**src/rtl/aud_clk_pkg.sv**
```systemverilog
package aud_clk_pkg;
  localparam int DATA_W   = 32;
  localparam int ADDR_W   = 2;
  localparam int INT_W    = 16;
  localparam int FRAC_W   = 16;
  localparam int BDIV_W   = 8;
  localparam int WID_W    = 8;

  localparam logic [ADDR_W-1:0] A_CTRL  = 2'd0;
  localparam logic [ADDR_W-1:0] A_FRAME = 2'd1;
  localparam logic [ADDR_W-1:0] A_MDIV  = 2'd2;

  localparam int CTRL_MCLK_BIT   = 0;
  localparam int CTRL_MASTER_BIT = 1;
  localparam int FRAME_BDIV_LSB  = 8;
  localparam int FRAME_WID_LSB   = 24;
  localparam int MDIV_INT_LSB    = 0;
  localparam int MDIV_FRAC_LSB   = 16;

  typedef struct packed {
    logic              mclk_en;
    logic              master;
    logic [BDIV_W-1:0] bdiv;
    logic [WID_W-1:0]  width;
    logic [INT_W-1:0]  mint;
    logic [FRAC_W-1:0] mfrac;
  } clk_cfg_t;
endpackage

```
**src/rtl/aud_clk_regs.sv**
```systemverilog
module aud_clk_regs
  import aud_clk_pkg::*;
(
  input  logic              clk,
  input  logic              rst_n,
  input  logic              wr_en,
  input  logic [ADDR_W-1:0] wr_addr,
  input  logic [DATA_W-1:0] wr_data,
  output clk_cfg_t          cfg_o
);
  clk_cfg_t cfg_q, cfg_d;

  always_comb begin
    cfg_d = cfg_q;
    if (wr_en) begin
      case (wr_addr)
        A_CTRL: begin
          cfg_d.mclk_en = wr_data[CTRL_MCLK_BIT];
          cfg_d.master  = wr_data[CTRL_MASTER_BIT];
        end
        A_FRAME: begin
          cfg_d.bdiv  = wr_data[FRAME_BDIV_LSB +: BDIV_W];
          cfg_d.width = wr_data[FRAME_WID_LSB +: WID_W];
        end
        A_MDIV: begin
          cfg_d.mint  = wr_data[MDIV_INT_LSB +: INT_W];
          cfg_d.mfrac = wr_data[MDIV_FRAC_LSB +: FRAC_W];
        end
        default: ;
      endcase
    end
  end

  always_ff @(posedge clk or negedge rst_n) begin
    if (!rst_n) cfg_q <= '0;
    else if (wr_en) cfg_q <= cfg_d;
  end

  assign cfg_o = cfg_q;

  AST_CTRL_HOLD: assert property (@(posedge clk) disable iff (!rst_n)
    !wr_en |=> $stable(cfg_q)) else $error("cfg changed without write");
endmodule

```
**src/rtl/aud_mclk_div.sv**
```systemverilog
module aud_mclk_div #(
  parameter int INT_W     = 16,
  parameter int FRAC_W    = 16,
  parameter int READY_CNT = 4
) (
  input  logic              clk,
  input  logic              rst_n,
  input  logic              en,
  input  logic [INT_W-1:0]  int_i,
  input  logic [FRAC_W-1:0] frac_i,
  output logic              mclk_o,
  output logic              ready_o
);
  localparam int RC_W = $clog2(READY_CNT + 1);
  localparam int P_W  = INT_W + 1;

  logic [P_W-1:0]    cnt_q, cnt_d, per_q, per_d, int_eff;
  logic [FRAC_W-1:0] acc_q, acc_d, sum;
  logic [RC_W-1:0]   rcnt_q, rcnt_d;
  logic              carry, last;

  always_comb begin
    int_eff = (int_i < INT_W'(2)) ? P_W'(2) : {1'b0, int_i};
    {carry, sum} = {1'b0, acc_q} + {1'b0, frac_i};
    last   = (cnt_q == per_q - 1'b1);
    cnt_d  = cnt_q;
    acc_d  = acc_q;
    per_d  = per_q;
    rcnt_d = rcnt_q;
    if (!en) begin
      cnt_d  = '0;
      acc_d  = '0;
      per_d  = int_eff;
      rcnt_d = '0;
    end else if (last) begin
      cnt_d = '0;
      acc_d = sum;
      per_d = int_eff + {{INT_W{1'b0}}, carry};
      if (rcnt_q != RC_W'(READY_CNT)) rcnt_d = rcnt_q + 1'b1;
    end else begin
      cnt_d = cnt_q + 1'b1;
    end
  end

  always_ff @(posedge clk or negedge rst_n) begin
    if (!rst_n) begin
      cnt_q  <= '0;
      acc_q  <= '0;
      per_q  <= P_W'(2);
      rcnt_q <= '0;
    end else begin
      cnt_q  <= cnt_d;
      acc_q  <= acc_d;
      per_q  <= per_d;
      rcnt_q <= rcnt_d;
    end
  end

  assign mclk_o  = en & (cnt_q < (per_q >> 1));
  assign ready_o = en & (rcnt_q == RC_W'(READY_CNT));

  AST_MCNT_RANGE: assert property (@(posedge clk) disable iff (!rst_n)
    en |-> cnt_q < per_q) else $error("count beyond period");
  AST_MPER_STEP: assert property (@(posedge clk) disable iff (!rst_n)
    en && last |=> (per_q == $past(int_eff)) || (per_q == $past(int_eff) + 1'b1)) else $error("period step");
  AST_MPER_HELD: assert property (@(posedge clk) disable iff (!rst_n)
    en && $past(en) && cnt_q != '0 |-> $stable(per_q)) else $error("period changed mid-cycle");
  AST_MRDY_RISE: assert property (@(posedge clk) disable iff (!rst_n)
    $rose(ready_o) |-> $past(en)) else $error("ready without enable");
endmodule

```
**src/rtl/aud_bclk_div.sv**
```systemverilog
module aud_bclk_div #(
  parameter int DIV_W     = 8,
  parameter int WID_W     = 8,
  parameter int READY_CNT = 4
) (
  input  logic             clk,
  input  logic             rst_n,
  input  logic             en,
  input  logic [DIV_W-1:0] div_i,
  input  logic [WID_W-1:0] wid_i,
  output logic             bclk_o,
  output logic             fclk_o,
  output logic             ready_o
);
  localparam int RC_W = $clog2(READY_CNT + 1);

  logic [DIV_W-1:0] bcnt_q, bcnt_d, bdiv_q, bdiv_d;
  logic [WID_W-1:0] fcnt_q, fcnt_d, wid_q, wid_d, wid_eff;
  logic [RC_W-1:0]  rcnt_q, rcnt_d;
  logic             bclk_q, bclk_d, fclk_q, fclk_d, half;

  always_comb begin
    wid_eff = (wid_i == '0) ? WID_W'(1) : wid_i;
    half    = (bcnt_q == bdiv_q);
    bcnt_d  = bcnt_q;
    bdiv_d  = bdiv_q;
    fcnt_d  = fcnt_q;
    wid_d   = wid_q;
    rcnt_d  = rcnt_q;
    bclk_d  = bclk_q;
    fclk_d  = fclk_q;
    if (!en) begin
      bcnt_d = '0;
      bdiv_d = div_i;
      fcnt_d = '0;
      wid_d  = wid_eff;
      rcnt_d = '0;
      bclk_d = 1'b0;
      fclk_d = 1'b0;
    end else if (half) begin
      bcnt_d = '0;
      bclk_d = ~bclk_q;
      if (bclk_q) begin
        bdiv_d = div_i;
        wid_d  = wid_eff;
        if (rcnt_q != RC_W'(READY_CNT)) rcnt_d = rcnt_q + 1'b1;
        if (fcnt_q >= wid_q - 1'b1) begin
          fcnt_d = '0;
          fclk_d = ~fclk_q;
        end else begin
          fcnt_d = fcnt_q + 1'b1;
        end
      end
    end else begin
      bcnt_d = bcnt_q + 1'b1;
    end
  end

  always_ff @(posedge clk or negedge rst_n) begin
    if (!rst_n) begin
      bcnt_q <= '0;
      bdiv_q <= '0;
      fcnt_q <= '0;
      wid_q  <= WID_W'(1);
      rcnt_q <= '0;
      bclk_q <= 1'b0;
      fclk_q <= 1'b0;
    end else begin
      bcnt_q <= bcnt_d;
      bdiv_q <= bdiv_d;
      fcnt_q <= fcnt_d;
      wid_q  <= wid_d;
      rcnt_q <= rcnt_d;
      bclk_q <= bclk_d;
      fclk_q <= fclk_d;
    end
  end

  assign bclk_o  = bclk_q;
  assign fclk_o  = fclk_q;
  assign ready_o = en & (rcnt_q == RC_W'(READY_CNT));

  AST_BCLK_HOLD: assert property (@(posedge clk) disable iff (!rst_n)
    en && !half |=> $stable(bclk_q) || !en) else $error("bit clock early edge");
  AST_FCLK_ON_FALL: assert property (@(posedge clk) disable iff (!rst_n)
    en && $past(en) && (fclk_q != $past(fclk_q)) |-> $fell(bclk_q)) else $error("frame edge off fall");
  AST_BRDY_RISE: assert property (@(posedge clk) disable iff (!rst_n)
    $rose(ready_o) |-> $past(en)) else $error("ready without master");
  AST_IDLE_LOW: assert property (@(posedge clk) disable iff (!rst_n)
    !en && $past(!en) |-> !bclk_q && !fclk_q) else $error("clock active while off");
endmodule

```
**src/rtl/aud_clkgen.sv**
```systemverilog
module aud_clkgen
  import aud_clk_pkg::*;
#(
  parameter int READY_CNT = 4
) (
  input  logic        clk,
  input  logic        rst_n,
  input  logic        wr_en,
  input  logic [1:0]  wr_addr,
  input  logic [31:0] wr_data,
  output logic        mclk_o,
  output logic        bclk_o,
  output logic        fclk_o,
  output logic        mclk_rdy_o,
  output logic        bclk_rdy_o
);
  logic [1:0] rst_sync_q;
  logic       rst_int_n;
  clk_cfg_t   cfg;

  always_ff @(posedge clk or negedge rst_n) begin
    if (!rst_n) rst_sync_q <= 2'b00;
    else        rst_sync_q <= {rst_sync_q[0], 1'b1};
  end
  assign rst_int_n = rst_sync_q[1];

  aud_clk_regs i_regs (
    .clk     (clk),
    .rst_n   (rst_int_n),
    .wr_en   (wr_en),
    .wr_addr (wr_addr),
    .wr_data (wr_data),
    .cfg_o   (cfg)
  );

  aud_mclk_div #(
    .INT_W     (INT_W),
    .FRAC_W    (FRAC_W),
    .READY_CNT (READY_CNT)
  ) i_mclk (
    .clk     (clk),
    .rst_n   (rst_int_n),
    .en      (cfg.mclk_en),
    .int_i   (cfg.mint),
    .frac_i  (cfg.mfrac),
    .mclk_o  (mclk_o),
    .ready_o (mclk_rdy_o)
  );

  aud_bclk_div #(
    .DIV_W     (BDIV_W),
    .WID_W     (WID_W),
    .READY_CNT (READY_CNT)
  ) i_bclk (
    .clk     (clk),
    .rst_n   (rst_int_n),
    .en      (cfg.master),
    .div_i   (cfg.bdiv),
    .wid_i   (cfg.width),
    .bclk_o  (bclk_o),
    .fclk_o  (fclk_o),
    .ready_o (bclk_rdy_o)
  );

  AST_RESET_QUIET: assert property (@(posedge clk) disable iff (!rst_int_n)
    $rose(rst_int_n) |-> !mclk_o && !bclk_o && !fclk_o) else $error("outputs active at reset exit");
endmodule

```
**config.mk**
```make
export PLATFORM = sky130hd
export DESIGN_NAME = aud_clkgen
export DESIGN_NICKNAME = d
export VERILOG_FILES = /design/src/rtl/aud_clk_pkg.sv /design/src/rtl/aud_clk_regs.sv /design/src/rtl/aud_mclk_div.sv /design/src/rtl/aud_bclk_div.sv /design/src/rtl/aud_clkgen.sv
export SDC_FILE = /design/constraint.sdc
export NUM_CORES = 1
export LEC_CHECK = 0
export ABC_AREA = 0
export BUFFER_PORTS_ARGS = -buffer_cell sky130_fd_sc_hd__buf_2
export CAP_MARGIN = 20
export CORE_MARGIN = 3
export CORE_UTILIZATION = 60
export DETAILED_ROUTE_END_ITERATION = 16
export PLACE_DENSITY = 0.77
export SKIP_LAST_GASP = 1
export SLEW_MARGIN = 20
export SYNTH_ARGS = -nofsm -noshare
export SYNTH_HDL_FRONTEND = slang
export SYNTH_SLANG_ARGS = --single-unit
```
**constraint.sdc**
```tcl
create_clock -name clk -period 6.2 [get_ports clk]
set_input_delay 0.62 -clock clk [delete_from_list [all_inputs] [get_ports clk]]
set_output_delay 0.62 -clock clk [all_outputs]
set_load 0.02 [all_outputs]
```
==> flow_metrics.tcl, run 1 <==
set metrics [dict create \
    synth_cell_types 54 \
    viasPerCell 5.82 \
    worst_pin_slew_ps 921 \
    io_buffer_count 41 \
    synth_top_area_share 0.441 \
    antennaDiodeCount 0 \
    grt_pass1_wl_um 28600 \
    syn_inst 783 \
    gr-total-overflow 0 \
    ys_async_sr_fraction 1.00 \
    cts_max_path_buffers 2 \
    timing.critical_path.buf_inv 3 \
    fin_crit_sh 0.623 \
    path_clk_slew_ps 60 \
    cts_made_buffers 17 \
    cts_hold_buffers 1 \
    clock_sinks 142 \
    fin_nets 915 \
    criticalPathCategory "register to register" \
    power.leakage_nw 4.18 \
    cts_tree "built" \
    worst_ir_drop_vdd_uv 230 \
    hold_class "register to register" \
    placed_area_mm2 0.00830 \
    status "completed" \
    hpwl_um 11700 \
    root_buffer "clkbuf_16" \
    path_common_cell "buf_4" \
    worstSetupStartpointType "register" \
    clkLatencyLatePin_ps 430 \
    initial_utilization 0.622 \
    synth_edf_count 0 \
    fmax_mhz 259 \
    cp.arrival_ps 4160 \
    hold_viol 0 \
    slew_viol_final 0 \
    wire_per_inst_um 16.4 \
    cp-end-kind "register" \
    rows 41 \
    ios 42 \
    grt_max_degree 76 \
    crit_chain "inv_1, ha_1, or4b_1, nor2_1, mux2i_1, o21a_1, a2111oi_2, and2_1, buf_4, nand2b_1, buf_4, mux2_1" \
    skew_ps 7.87 \
    area_growth_pct 12.1 \
    die_y_um 121 \
    die-area_mm2 0.0147 \
    grt_pass1_vias 6023 \
    n_fill_cell 954 \
    stdcell_area_mm2 0.00890 \
    core_area_mm2 0.0128 \
    cp_top_family "simple AND/OR/NAND/NOR gates" \
    grt_use_total 0.246 \
    synth_nets 871 \
    yosys_warnings 0 \
    tns_ps 0 \
    cts_setup_buffers 0 \
    yosys.area.top_type "dfrtp_1" \
    cap_violations 0 \
    drc_errors 0 \
    drt_wl_total_um 16500 \
    period_minus_slack_ps 3860 \
    yosysSeqAreaShare 0.448 \
    synthTopCellsByArea "dfrtp_1 44%, ha_1 7.9%, mux2_2 7.1%" \
    required_ps 6500 \
    slowest_delay_ps 560 \
    antenna_found_initial 1 \
    ant_nets 0 \
    hold_ws_ps 351 \
    syn_avg_cell_area_um2 10.1 \
    cp_max_fo 31 \
    die_w_um 121 \
    drtIter0Drc 455 \
    cp_slowest_cell "a2111oi_2" \
    slew_headroom 0.384 \
    synthFlopType "dfrtp_1" \
    cts_max_level 4 \
    power.density_mw_per_mm2 337 \
    routabilityCongestion 0.929 \
    dr_total_vias 5876 \
    total_power_mw 3.00 \
    ys_seq_elements 142 \
    setup_viol 0 \
    syn_area_mm2 0.00795 \
    cts_resized 0 \
    drive_gt1_frac 0.151 \
    drtPass1Iterations 5 \
    rsz0062_at_grt "no" \
]
==> Yosys cell counts, types with 4 or more instances <==
cell type  instances
nor2b_1            7
or4_1              5
nand2b_1           8
a21o_1             8
nand3b_1           4
a31oi_1            5
dfrtp_1          140
nand4_1            9
nor4_1            10
nor3_1            14
a211oi_1           6
nand2_1           80
xnor2_1           47
and3_1            16
clkbuf_1          13
and2_1             4
mux2_2            50
mux2i_1           28
a21oi_1           25
inv_1             36
o21ai_0           26
ha_1              50
xor2_1            40
nor2_1            77
nand3_1           28
o21a_1             8
==> routing by layer <==
layer | up-vias | track usage | part of all wire | routed length, um
met1 | 2898 | 0.315 | 0.44 | 7250
met3 | 40 | 0.0657 | 0.048 | 789
met4 | 2 | 0.0977 | 0.025 | 408
li1 | 2791 | - | - | -
met5 | - | 0 | 0.00079 | 13
met2 | 145 | 0.398 | 0.49 | 8080
==> metrics by stage <==
| step | worst slack, ps | utilization | std cells |
|---|---|---|---|
| floorplan | 1950 | - | 783 |
| global placement | 2570 | 0.650 | 979 |
| detailed placement | 2420 | 0.650 | 979 |
| CTS | 2390 | 0.697 | 1009 |
| global route | 2080 | 0.697 | 1009 |
| finish | 2340 | 0.697 | 1009 |
==> report_power, final <==
group          leakage, nW  switching (mW)  internal [mW]  total, mW
sequential            1.80           0.187           1.09       1.28
clock                0.290           0.368          0.675       1.04
combinational         2.09           0.363          0.318      0.681
==> cells in the final DEF (no fill, tap or decap), types with 16 or more instances in the layout <==
cell / Yosys / layout
dfrtp_1: 140 / 139
nand2_1: 80 / 80
nor2_1: 77 / 77
mux2_2: 50 / 50
ha_1: 50 / 50
xnor2_1: 47 / 47
buf_2: 3 / 41
xor2_1: 40 / 40
inv_1: 36 / 36
nand3_1: 28 / 28
mux2i_1: 28 / 28
o21ai_0: 26 / 26
a21oi_1: 25 / 25
clkbuf_16: 0 / 17
and3_1: 16 / 16
==> kinds of logic (layout without fill, tap and decap cells) <==
family	count (synthesis)	count (layout)	share of synthesized area
flops	142	142	0.448
mux	79	79	0.108
other cells	1	1	0.000472
simple gates	273	273	0.165
compound gates	92	92	0.0724
fa+ha+maj	51	51	0.0813
xor+xnor	87	87	0.0959
buf+inv	58	112	0.0302
==> sequential cells by signal (all words and copies together) (netlist names), 2 cells and up <==
name,flops
i_bclk.bcnt_q,8
i_mclk.per_q,17
rst_sync_q,2
i_bclk.bdiv_q,8
i_bclk.rcnt_q,3
i_regs.cfg_o,50
i_mclk.cnt_q,17
i_bclk.wid_q,8
i_mclk.rcnt_q,3
i_bclk.fcnt_q,8
i_mclk.acc_q,16
==> worst reg2reg max path, cell delays in order (launching register included) <==
cell and delay, ps:
dfrtp_1 420, inv_1 100, ha_1 210, or4b_1 500, nor2_1 200, mux2i_1 100
o21a_1 180, a2111oi_2 560, and2_1 220, buf_4 340, nand2b_1 160, buf_4 370
mux2_1 370
==> path summary, 6_finish.rpt <==
check | start | to | depth (start not counted) | slack, ps
max in group asynchronous | rst_sync_q[1]$_DFF_PN0_ | i_regs.cfg_o[26]$_DFFE_PN0P_ | 1 | 4310
setup / recovery | i_mclk.per_q[0]$_DFFE_PN0P_ | i_mclk.per_q[10]$_DFFE_PN0P_ | 12 | 2340
hold / removal | rst_sync_q[0]$_DFF_PN0_ | rst_sync_q[1]$_DFF_PN0_ | 0 | 350
setup reg to reg | i_mclk.per_q[0]$_DFFE_PN0P_ | i_mclk.per_q[10]$_DFFE_PN0P_ | 12 | 2340
min in group asynchronous | rst_sync_q[1]$_DFF_PN0_ | i_regs.cfg_o[18]$_DFFE_PN0P_ | 0 | 420
hold reg to reg | rst_sync_q[0]$_DFF_PN0_ | rst_sync_q[1]$_DFF_PN0_ | 0 | 350
==> cell type report <==
| class | count | area [um2] | area share |
|---|---|---|---|
| clock inverter | 7 | 139 | 0.0156 |
| multi-input combinational | 583 | 4150 | 0.466 |
| timing repair buffer | 47 | 253 | 0.0284 |
| sequential | 142 | 3560 | 0.400 |
| clock buffer | 22 | 454 | 0.0510 |
| inverter | 36 | 135 | 0.0152 |
| tap | 172 | 215 | 0.0242 |
Power figures use the tool's default switching activity.
==> run 2, diff against run 1 <==
--- a/config.mk
+++ b/config.mk
@@ -9,9 +9,9 @@
 export BUFFER_PORTS_ARGS = -buffer_cell sky130_fd_sc_hd__buf_2
 export CAP_MARGIN = 20
 export CORE_MARGIN = 3
-export CORE_UTILIZATION = 60
+export CORE_UTILIZATION = 56
 export DETAILED_ROUTE_END_ITERATION = 16
-export PLACE_DENSITY = 0.77
+export PLACE_DENSITY = 0.76
 export SKIP_LAST_GASP = 1
 export SLEW_MARGIN = 20
 export SYNTH_ARGS = -nofsm -noshare
==> constraint.sdc (replaced) <==
create_clock -name clk -period 3.45 [get_ports clk]
set_input_delay 0.345 -clock clk [delete_from_list [all_inputs] [get_ports clk]]
set_output_delay 0.345 -clock clk [all_outputs]
set_load 0.02 [all_outputs]
==> run 2 against run 1 <==
Hold slack lost 200 ps. Clock power grew 67%. Sequential cell count is the same. Highest routed layer unchanged. Sequential share of layout area shrank 0.62 points. Power grew 76%. Largest cell class unchanged. Cell count grew 2.2%. Utilization shrank 3.0 points. First-iteration DRC count shrank 3.3%. Global-route usage shrank 2.0 points. Maximum frequency grew 18%.
==> flow_metrics.tcl, run 2 (same netlist as run 1, synthesis figures left out) <==
set metrics [dict create \
    status "completed" \
    hold_ws_ps 149 \
    root_buffer "clkbuf_16" \
    drive_gt1_frac 0.182 \
    tns_ps 0 \
    r2r_slack_ps 190 \
    path_clk_slew_ps 60 \
    stdcell_area_mm2 0.00905 \
    required_ps 3780 \
    worst_pin_slew_ps 842 \
    rsz0062_at_grt "yes" \
    timing.critical_path.buf_inv 2 \
    drtIter0Drc 440 \
    initial_utilization 0.586 \
    grt_max_degree 62 \
    cp_top_family "simple AND/OR/NAND/NOR gates" \
    die_w_um 125 \
    cp_slowest_cell "or4b_1" \
    fin_nets 930 \
    wire_per_inst_um 16.1 \
    cts_max_path_buffers 2 \
    antenna_found_initial 1 \
    period_minus_slack_ps 3260 \
    drt_wl_total_um 16600 \
    dr_total_vias 5851 \
    skew_ps 7.49 \
    die-area_mm2 0.0157 \
    cp-end-kind "register" \
    layout_setup_ws_ps 191 \
    hold_viol 0 \
    criticalPathCategory "register to register" \
    grt_use_total 0.226 \
    core_area_mm2 0.0136 \
    clock_sinks 142 \
    clkLatencyLatePin_ps 420 \
    fin_crit_sh 0.945 \
    cts_made_buffers 17 \
    cap_violations 0 \
    worstSetupStartpointType "register" \
    worst_ir_drop_vdd_uv 547 \
    drc_errors 0 \
    fmax_mhz 307 \
    slew_headroom 0.437 \
    grt_pass1_vias 6167 \
    routabilityCongestion 0.880 \
    layout_common_cells "139 x dfrtp_1, 80 x nand2_1, 75 x nor2_1, 50 x mux2_2" \
    crit_chain "inv_1, ha_1, or4b_1, or4_1, nor2_1, xnor2_1, nor4_4, and2_2, nand2b_1, buf_12, mux2i_1" \
    cts_max_level 4 \
    area_growth_pct 13.9 \
    power.leakage_nw 4.23 \
    ant_nets 0 \
    hold_class "input port to register" \
    ios 42 \
    cp.arrival_ps 3590 \
    cp_max_fo 22 \
    grt_pass1_wl_um 29100 \
    drtPass1Iterations 5 \
    antennaDiodeCount 0 \
    slowest_delay_ps 520 \
    cts_tree "built" \
    hpwl_um 12100 \
    largest_register_ffs 50 \
    viasPerCell 5.68 \
    power.density_mw_per_mm2 582 \
    die_y_um 125 \
    slew_viol_final 0 \
    total_power_mw 5.27 \
    gr-total-overflow 0 \
    layout_commonest_cell "dfrtp_1" \
    io_buffer_count 41 \
    setup_viol 0 \
    preCtsSetupSlack_ps -15.3 \
    placed_area_mm2 0.00841 \
    rows 42 \
]
-- run 2: final cells by class --
cell class / instances / area (um2)
clock buffer: 20 / 447
timing repair buffer: 62 / 390
sequential: 142 / 3560
inverter: 36 / 135
tap: 176 / 220
fill: 1063 / 4510
multi-input combinational: 583 / 4180
clock inverter: 12 / 114
-- run 2: what timing repair did --
action | in CTS | in global routing
hold buffers | 1 | 0
pin swaps | 0 | 6
hold endpoints to repair | 2 | 0
gates resized for setup | 1 | 10
setup buffers | 0 | 5
setup endpoints to repair | 2 | 11
-- run 2: metal layers --
metal,up-vias,wire (um),track usage
li1,2830,-,-
met1,2879,7330,0.289
met2,115,8380,0.382
met3,25,694,0.0542
met4,2,228,0.0676
met5,-,13,0
-- run 2: worst register-to-register path, stage by stage, from the launching register on --
cell and delay, ps:
dfrtp_1 410, inv_1 100, ha_1 230, or4b_1 520, or4_1 450, nor2_1 140, xnor2_1 110, nor4_4 280
and2_2 260, nand2b_1 230, buf_12 210, mux2i_1 230
-- run 2: final timing paths --
kind	start	depth (start not counted)	to
setup / recovery	i_mclk.per_q[0]$_DFFE_PN0P_	11	i_mclk.per_q[8]$_DFFE_PN0P_
hold / removal	wr_data[0]	3	i_regs.cfg_o[49]$_DFFE_PN0P_
setup reg to reg	i_mclk.per_q[0]$_DFFE_PN0P_	11	i_mclk.per_q[8]$_DFFE_PN0P_
hold reg to reg	rst_sync_q[0]$_DFF_PN0_	0	rst_sync_q[1]$_DFF_PN0_
max in group asynchronous	rst_sync_q[1]$_DFF_PN0_	1	i_bclk.wid_q[0]$_DFFE_PN1P_
min in group asynchronous	rst_n	2	rst_sync_q[1]$_DFF_PN0_
-- run 2: power breakdown --
part	internal (mW)	total (mW)	leakage (nW)	switching, mW
clock network	1.01	1.74	0.263	0.723
registers	1.96	2.28	1.80	0.324
logic	0.589	1.25	2.17	0.663
total	3.56	5.27	4.23	1.71
-- run 2: metrics by stage --
stage | utilization | std cells
after floorplan | - | 783
after detailed placement | 0.620 | 993
after CTS | 0.662 | 1026
after global routing | 0.667 | 1031
after global placement | 0.620 | 993
final | 0.667 | 1031
